`config.mk`:
```
export PLATFORM = sky130hd
export DESIGN_NAME = dma_burst_engine
export DESIGN_NICKNAME = d
export VERILOG_FILES = /design/src/rtl/dma_burst_pkg.sv /design/src/rtl/dma_burst_sizer.sv /design/src/rtl/dma_pace_side.sv /design/src/rtl/dma_burst_engine.sv
export SDC_FILE = /design/constraint.sdc
export NUM_CORES = 1
export LEC_CHECK = 0
export ABC_CLOCK_PERIOD_IN_PS = 5000
export BUFFER_PORTS_ARGS = -buffer_cell sky130_fd_sc_hd__buf_2
export CAP_MARGIN = 30
export CORE_ASPECT_RATIO = 0.5
export CORE_UTILIZATION = 50
export DETAILED_ROUTE_END_ITERATION = 7
export MAX_ROUTING_LAYER = met4
export PLACE_DENSITY = 0.77
export SLEW_MARGIN = 10
export SYNTH_ARGS = -nofsm -noshare
export SYNTH_HDL_FRONTEND = slang
export SYNTH_HIERARCHICAL = 1
export SYNTH_SLANG_ARGS = --single-unit
export TNS_END_PERCENT = 5
```
`constraint.sdc`:
```
create_clock -name clk -period 5 [get_ports clk]
set_input_delay 0.5 -clock clk [delete_from_list [all_inputs] [get_ports clk]]
set_output_delay 0.5 -clock clk [all_outputs]
set_load 0.01 [all_outputs]
```
`src/rtl/dma_burst_pkg.sv`:
```
package dma_burst_pkg;
    typedef enum logic [1:0] {
        ST_IDLE = 2'd0,
        ST_WAIT = 2'd1,
        ST_RD   = 2'd2,
        ST_WR   = 2'd3
    } eng_state_e;

    localparam int BURST_CODE_W  = 3;
    localparam int MAX_BURST_LOG = 4;
    localparam int BEAT_W        = MAX_BURST_LOG + 1;
endpackage

```
`src/rtl/dma_burst_sizer.sv`:
```
module dma_burst_sizer
    import dma_burst_pkg::*;
#(
    parameter int CNT_W = 15
) (
    input  logic [BURST_CODE_W-1:0] code,
    input  logic [CNT_W-1:0]        rem_words,
    output logic [BEAT_W-1:0]       burst_words
);
    logic [BURST_CODE_W-1:0] lg;
    logic [CNT_W-1:0]        cap;

    always_comb begin
        lg  = (code > BURST_CODE_W'(MAX_BURST_LOG)) ? BURST_CODE_W'(MAX_BURST_LOG) : code;
        cap = CNT_W'(1) << lg;
        burst_words = (rem_words < cap) ? BEAT_W'(rem_words) : BEAT_W'(cap);
    end
endmodule

```
`src/rtl/dma_pace_side.sv`:
```
module dma_pace_side #(
    parameter int NREQ = 32,
    parameter int REQW = 6
) (
    input  logic            sw_mode,
    input  logic [REQW-1:0] code,
    input  logic [NREQ-1:0] periph_req,
    output logic            ready,
    output logic [NREQ-1:0] ack_sel
);
    logic paced;

    always_comb begin
        paced = !sw_mode && (code < REQW'(NREQ));
        for (int i = 0; i < NREQ; i++) begin
            ack_sel[i] = paced && (code == REQW'(i));
        end
        ready = !paced || (|(ack_sel & periph_req));
    end
endmodule

```
`src/rtl/dma_burst_engine.sv`:
```
module dma_burst_engine
    import dma_burst_pkg::*;
#(
    parameter int AW   = 32,
    parameter int LENW = 16,
    parameter int NREQ = 32,
    parameter int REQW = 6
) (
    input  logic                    clk,
    input  logic                    rst_n,
    input  logic                    launch,
    input  logic                    abort,
    input  logic [AW-1:0]           cfg_src_addr,
    input  logic [AW-1:0]           cfg_dst_addr,
    input  logic [LENW-1:0]         cfg_len,
    input  logic [BURST_CODE_W-1:0] cfg_burst,
    input  logic                    cfg_src_fixed,
    input  logic                    cfg_dst_fixed,
    input  logic                    cfg_sw_mode,
    input  logic [REQW-1:0]         cfg_src_req,
    input  logic [REQW-1:0]         cfg_dst_req,
    input  logic [NREQ-1:0]         periph_req,
    output logic [NREQ-1:0]         periph_ack,
    output logic                    busy,
    output logic                    done,
    output logic                    mem_rd_en,
    output logic [AW-1:0]           mem_rd_addr,
    input  logic [31:0]             mem_rd_data,
    output logic                    mem_wr_en,
    output logic [AW-1:0]           mem_wr_addr,
    output logic [31:0]             mem_wr_data
);
    localparam int WCW    = LENW - 1;
    localparam int NSIDES = 2;

    typedef struct packed {
        eng_state_e              st;
        logic [AW-1:0]           src;
        logic [AW-1:0]           dst;
        logic [WCW-1:0]          rem;
        logic [BEAT_W-1:0]       beat;
        logic [BURST_CODE_W-1:0] bcode;
        logic                    sf;
        logic                    df;
        logic                    sw;
        logic [REQW-1:0]         sreq;
        logic [REQW-1:0]         dreq;
        logic                    abort_pend;
        logic                    done;
        logic [NREQ-1:0]         ack;
    } eng_s;

    eng_s q, d;

    logic [LENW:0]                 len_ext;
    logic [WCW-1:0]                launch_words;
    logic [BEAT_W-1:0]             next_burst;
    logic [REQW-1:0]               side_code [NSIDES];
    logic [NSIDES-1:0]             side_ready;
    logic [NSIDES-1:0][NREQ-1:0]   side_ack;
    logic [NREQ-1:0]               ack_all;

    assign side_code[0] = q.sreq;
    assign side_code[1] = q.dreq;

    for (genvar s = 0; s < NSIDES; s++) begin : g_side
        dma_pace_side #(
            .NREQ(NREQ),
            .REQW(REQW)
        ) u_pace (
            .sw_mode    (q.sw),
            .code       (side_code[s]),
            .periph_req (periph_req),
            .ready      (side_ready[s]),
            .ack_sel    (side_ack[s])
        );
    end

    dma_burst_sizer #(
        .CNT_W(WCW)
    ) u_sizer (
        .code        (q.bcode),
        .rem_words   (q.rem),
        .burst_words (next_burst)
    );

    always_comb begin
        ack_all = '0;
        for (int s = 0; s < NSIDES; s++) begin
            ack_all = ack_all | side_ack[s];
        end
        len_ext      = {1'b0, cfg_len} + (LENW+1)'(3);
        launch_words = WCW'(len_ext >> 2);
    end

    always_comb begin
        d      = q;
        d.done = 1'b0;
        d.ack  = '0;
        if (abort && (q.st != ST_IDLE)) begin
            d.abort_pend = 1'b1;
        end
        case (q.st)
            ST_IDLE: begin
                d.abort_pend = 1'b0;
                if (launch) begin
                    if (cfg_len == '0) begin
                        d.done = 1'b1;
                    end else begin
                        d.st    = ST_WAIT;
                        d.src   = cfg_src_addr;
                        d.dst   = cfg_dst_addr;
                        d.rem   = launch_words;
                        d.beat  = '0;
                        d.bcode = cfg_burst;
                        d.sf    = cfg_src_fixed;
                        d.df    = cfg_dst_fixed;
                        d.sw    = cfg_sw_mode;
                        d.sreq  = cfg_src_req;
                        d.dreq  = cfg_dst_req;
                    end
                end
            end
            ST_WAIT: begin
                if (q.abort_pend || abort) begin
                    d.st         = ST_IDLE;
                    d.abort_pend = 1'b0;
                end else if (&side_ready) begin
                    d.beat = next_burst;
                    d.st   = ST_RD;
                end
            end
            ST_RD: begin
                d.st = ST_WR;
            end
            ST_WR: begin
                if (!q.sf) d.src = q.src + AW'(4);
                if (!q.df) d.dst = q.dst + AW'(4);
                d.rem  = q.rem - WCW'(1);
                d.beat = q.beat - BEAT_W'(1);
                if (q.beat == BEAT_W'(1)) begin
                    d.ack = ack_all;
                end
                if (q.rem == WCW'(1)) begin
                    d.st         = ST_IDLE;
                    d.done       = 1'b1;
                    d.abort_pend = 1'b0;
                end else if (q.abort_pend || abort) begin
                    d.st         = ST_IDLE;
                    d.abort_pend = 1'b0;
                end else if (q.beat == BEAT_W'(1)) begin
                    d.st = ST_WAIT;
                end else begin
                    d.st = ST_RD;
                end
            end
            default: d.st = ST_IDLE;
        endcase
    end

    always_ff @(posedge clk or negedge rst_n) begin
        if (!rst_n) begin
            q <= '0;
        end else begin
            q <= d;
        end
    end

    assign busy        = (q.st != ST_IDLE);
    assign done        = q.done;
    assign periph_ack  = q.ack;
    assign mem_rd_en   = (q.st == ST_RD);
    assign mem_rd_addr = q.src;
    assign mem_wr_en   = (q.st == ST_WR);
    assign mem_wr_addr = q.dst;
    assign mem_wr_data = mem_rd_data;
endmodule

```
# Word level (Yosys, flattened, before mapping)
# Index checks and enable logic that the tools add are counted.
totals:
  elab_cells: 217
  ff_bits: 138
  output_inout_bits: 132
op_classes:
  n_addsub: 5
  n_lt_le_gt_ge: 4
  reduce_logical: 89
  muxes: 26
  bitwise_logic: 4
  eq_ne: 74
  n_shift: 1
op_table:
  columns: ["operator", "n"]
  rows:
  - ["2-to-1 mux 104 bit", 2]
  - ["== test 6 x 5 -> 1 bit, second input constant", 32]
  - ["one-hot mux 79 bit (2 select lines)", 1]
  - ["2-to-1 mux 32 bit", 4]
  - ["== test 6 x 4 -> 1 bit, second input constant", 16]
  - ["logical AND 1 bit", 67]
  - ["adder 32 x 3 -> 32 bit, second input constant", 2]
  - ["AND 32 bit", 2]
  - ["OR reduction 32 bit", 2]
  - ["== test 6 x 3 -> 1 bit, second input constant", 8]
  - ["bitwise OR 32 bit", 1]
  - ["== test 6 x 2 -> 1 bit, second input constant", 4]
  - ["adder 16 x 2 -> 17 bit, second input constant", 1]
  - ["logical NOT 16 bit", 1]
  - ["== test 15 x 1 -> 1 bit, second input constant", 1]
  - ["< comparator 15 bit", 1]
  - ["2-to-1 mux 5 bit", 3]
  - ["one-hot mux 5 bit (3 select lines)", 1]
  - ["<< shifter 1 x 3 -> 15 bit, first input constant", 1]
  - ["subtractor 15 x 1 -> 15 bit, second input constant", 1]
  - ["== test 6 x 1 -> 1 bit, second input constant", 2]
  - ["logical NOT 6 bit", 2]
  - ["< comparator 6 bit, second input constant", 2]
  - ["!= test 2 bit, second input constant", 6]
  - ["22 further kinds", 40]

# Longest topological paths before layout
depth:
  depth_word: 10
  ltp_mapped: 12

# By module
# Netlist, hierarchy kept.
by_module_without_submodules:
  columns: ["mod", "instances", "seq_area_each_um2", "area_per_inst_um2", "cells_per_inst"]
  rows:
  - ["dma_burst_engine", 1, 3453.3, 8754.6, 1026]
  - ["dma_pace_side", 2, 0.0, 638.1, 110]
  - ["dma_burst_sizer", 1, 0.0, 280.3, 35]

# Worst setup path after synthesis
# No wires, ideal clock.
synth_timing:
  path_kind: "register to register"
  start: "register q[43] in the netlist's numbering"
  end: "register q[55] in the netlist's numbering"
  slack_ns: 2.596
  setup_time_ns: 0.121
  arrival_time_ns: 2.283
  stages_incl_launch_ff: 12
  required_time_ns: 4.879
  cell_sequence: "dfrtp_1 buf_6 or2_1 buf_6 o32a_1 o21ai_1 a2111oi_1 nand4_1 nand4_1 a22oi_1 o21ai_0 a22o_1"
synth_between:
  elab_chain_len: 9
  elab_cells_between_ends: 73
  cone_classes: "order compare: 1; eq/ne: 32; bitwise: 1; reduce/logical: 39"
synth_lines:
  columns: ["item", "line", "rtl"]
  rows:
  - ["start, declared", "dma_burst_engine.sv:53", "eng_s q, d;"]
  - ["start signal, assigned", "dma_burst_engine.sv:163", "q <= '0;"]
  - ["start signal, assigned", "dma_burst_engine.sv:165", "q <= d;"]
  - ["< comparator 6 bit", "dma_pace_side.sv:14", "paced = !sw_mode && (code < REQW'(NREQ));"]
  - ["logical AND 1 bit", "dma_pace_side.sv:14", null]
  - ["logical AND 1 bit", "dma_pace_side.sv:16", "ack_sel[i] = paced && (code == REQW'(i));"]
  - ["AND 32 bit", "dma_pace_side.sv:18", "ready = !paced || (|(ack_sel & periph_req));"]
  - ["OR reduction 32 bit", "dma_pace_side.sv:18", null]
  - ["logical OR 1 bit *", "dma_pace_side.sv:18", null]
  - ["net side_ready[0]", "dma_burst_engine.sv:59", "logic [NSIDES-1:0] side_ready;"]
  - ["AND reduction 2 bit *", "dma_burst_engine.sv:128", "end else if (&side_ready) begin"]
  - ["!= test 2 bit (no source line) *", null, null]
  - ["AND reduction 5 bit (no source line) *", null, null]
# The timed path passes the listed nets; every way through them passes the cells marked *.
# A chain may end at the register's enable or synchronous reset.

# Worst setup path after layout
layout_timing:
  start: "register q[137] in the netlist's numbering"
  end: "register q (netlist bit mem_rd_addr[30])"
layout_between:
  elab_chain_len: 3
  elab_cells_between_ends: 8
  cone_classes: "eq/ne: 4; mux: 1; reduce/logical: 3"
layout_lines:
  columns: ["item", "line", "rtl"]
  rows:
  - ["== test 2 bit or logical NOT 2 bit (tied branches)", "dma_burst_engine.sv:103", "case (q.st)"]
  - ["!= test 2 bit (no source line) or nonzero test 2 bit (tied branches)", null, null]
  - ["AND reduction 4 bit (no source line)", null, null]
# Parallel ways exist; a longest one is shown, timed or not.

==> flow_summary.ini <==
[outcome]
status = complete, no violations

[die]
rows = 36
core_region_area_sq_mm = 0.0198
die_area_sq_mm = 0.0212
start_util = 0.520
ioPinCount = 298
die_x_um = 205
die_height_um = 104

[timing]
fin_crit_ns = 3.12
slew_violations = 0
clock.fmax_ghz = 0.321
worst_pin_slew_ns = 1.02
tns_ns = 0
finalHoldViolCount = 0
finalSetupViolations = 0
worst_slew_margin_rel = 0.319
finClkSkew_ns = 0.00694
rsz0062_at_grt = no
min_period_over_period = 0.623

[setup_path]
rr_endpoint = mem_rd_addr[30]
arrival_ns = 3.42
crit_path_start_kind = flop
rr_startpoint = q[137]
required_ns = 5.30
reg2reg_setup_slack_ns = 1.88
crit_path_end_kind = flop
endpoint = mem_rd_addr[30]
cp_cell_sequence = ha_2, buf_4, nand2_1, o21ai_2, buf_6, nor4_1, or3_1
cp_max_fo = 80
r2r_cells = 7
crit_path_top_delay_cell = buf_4
crit_path_start = q[137]
crit_path_max_incr_delay_ns = 0.68
critPathKind = reg2reg

[clock_tree]
insertion_delay_ns = 0.43
clk_pin_slew_ns = 0.06
post_cts_buffers = 0
cts_sinks = 138
clock_path_buffers = 2
cts_tree = yes
clk_root_buffer_cell = clkbuf_16
htreeDepth = 4
cts_buffers = 17

[synth]
synth.most_common_cell = nor2_1
synth_top_cell_area_share = 0.335
synth_area_leaders = dfrtp_1, buf_4, nor2_1, nand2_1, nand3_1
synth_warnings = 6
syn_area_per_cell_sq_um = 8.05
synth.distinct_cells = 85
netlist_instances = 1281
async_reset_ff_frac = 1.00
synth-edff-count = 0
ys.flop_type = dfrtp_1
syn-cell-area_sq_mm = 0.0103
synth-seq-cells = 138
yosys.area.top_type = dfrtp_1
seq_area_frac_synth = 0.335
yosys-top-cells-count = nor2_1, nand2_1, dfrtp_1

[pwr]
internal_power_w = 0.00360
p_sw_frac = 0.452
p_leak_nw = 5.02
peakVddDrop_mv = 0.274
clkPwrFrac = 0.234
power.density_mw_per_mm2 = 574
pwr-share-seq = 0.343
p_sw_w = 0.00297
combPwrFrac = 0.423
total_power_w = 0.00657

[grt]
grtUsageTotal = 0.314
grt_pass1_wl_um = 51700
antenna_found_initial = 3
grt_start_max_net_pins = 98
grt_pass1_vias = 9612
globalRouteOverflowTotal = 0

[place]
io_buffers = 233
dp_hpwl_um = 22900
gp_congestion = 0.951

[hold_path]
min_delay_path_depth = 3
hold_class = in2reg

[route]
drtPass1Iterations = 6
viasPerCell = 6.24
ant_nets = 0
drc = 0
drt_iter0_drc = 978
wl_per_cell_um = 19.8
vias = 10200
routed_wl_um = 32400

[cells_and_area]
fillers = 1762
area_growth_pct = 11.1
layout-drive-gt1-share = 0.234
layout.nets = 1541

[job]
maxCapViolations = 0
-- final cells by class --
class,instances,area (sq um),area share
inverters,27,101,0.00885
well taps,266,333,0.0291
clock inverters,11,239,0.0209
clock buffers,21,470,0.0411
diodes,3,7.51,0.000655
multi-input cells,920,5480,0.479
repair buffers,252,1370,0.119
flip-flops and latches,138,3450,0.301
-- cell families (layout without fill, tap and decap cells) --
kind of cell,Yosys count,in the layout,synth area share
simple gates,610,610,0.305
compound gates,256,256,0.168
buf+inv,225,311,0.138
flops,138,138,0.335
fa+ha+maj,19,19,0.0231
mux,19,19,0.0201
xor+xnor,13,13,0.0110
other cells,1,6,0.000364
-- layer usage --
layer | global-route usage | share of wire | up-vias
met5 | - | 0 | -
met4 | 0.109 | 0.024 | 0
met3 | 0.0683 | 0.091 | 76
met2 | 0.481 | 0.47 | 570
li1 | - | - | 4695
met1 | 0.410 | 0.42 | 4880
-- power by group through the flow --
stage	clock [W]	sequential (W)	combinational [W]
finish	0.00154	0.00225	0.00278
global route	0.00160	0.00232	0.00305
CTS	0.00155	0.00222	0.00273
detailed placement	0	0.00224	0.00271
global placement	0	0.00221	0.00261
floorplan	0	0.00191	0.00242
-- worst max-delay path, delay by kind of cell, from the launching register on --
kind	cells	cell delay (ns)
AO/OA/AOI/OAI	1	0.44
adder cells (fa/ha/maj)	1	0.22
buffers and inverters	2	0.93
flip-flops	1	0.42
AND/OR/NAND/NOR	3	0.93
-- placed cells by master (no fill, tap or decap), types with 6 or more instances in the layout --
cell       instances
nand2_1          151
a31oi_1           13
dfrtp_1          138
buf_2            232
o31ai_1            7
a211oi_1           7
a22o_1            11
and3_1            21
xnor2_1            9
nand3_1           62
nand2b_1           9
mux2i_1           11
nand3b_1           8
a22oi_1           13
o2111ai_1          7
or4_1             15
nand4_1           43
nor4_4             6
nor2_1           177
nor4_1            27
inv_1             24
o211ai_1          11
a21oi_1           47
ha_1              18
nor3b_1           10
buf_4             11
nor3_1            27
nand4b_1          12
o22ai_1           37
bufinv_16          7
clkbuf_16         17
o21ai_0           43
-- worst min-delay path by stage --
stage / startpoint / end / slack [ns]
floorplan: rst_n / done / 0.20
global placement: mem_wr_addr[1] / mem_wr_addr[1] / 0.46
detailed placement: mem_wr_addr[1] / mem_wr_addr[1] / 0.47
CTS: rst_n / mem_wr_addr[17] / 0.20
global route: cfg_dst_req[0] / q[34] / 0.27
finish: cfg_dst_addr[0] / mem_wr_addr[0] / 0.26
-- flip-flops by register name (all words and copies together) (netlist names) --
signal	cells
done	1
mem_rd_addr	32
mem_wr_addr	32
periph_ack	32
q	41
-- metrics by stage --
| stage | std cells | setup WS, ns | instance area (sq um) | hold WS (ns) | util |
|---|---|---|---|---|---|
| floorplan | 1283 | 2.60 | 10300 | 0.204 | - |
| global placement | 1595 | 1.64 | 10600 | 0.459 | 0.536 |
| detailed placement | 1598 | 1.53 | 10700 | 0.467 | 0.538 |
| CTS | 1630 | 1.71 | 11400 | 0.205 | 0.574 |
| global route | 1638 | 1.67 | 11500 | 0.267 | 0.578 |
| finish | 1638 | 1.88 | 11500 | 0.259 | 0.578 |
-- repair_timing --
action / 4_1_cts / 5_1_grt
gates resized for setup: 0 / 0
hold buffers: 0 / 1
hold endpoints to repair: 0 / 9
Power figures use the tool's default switching activity.
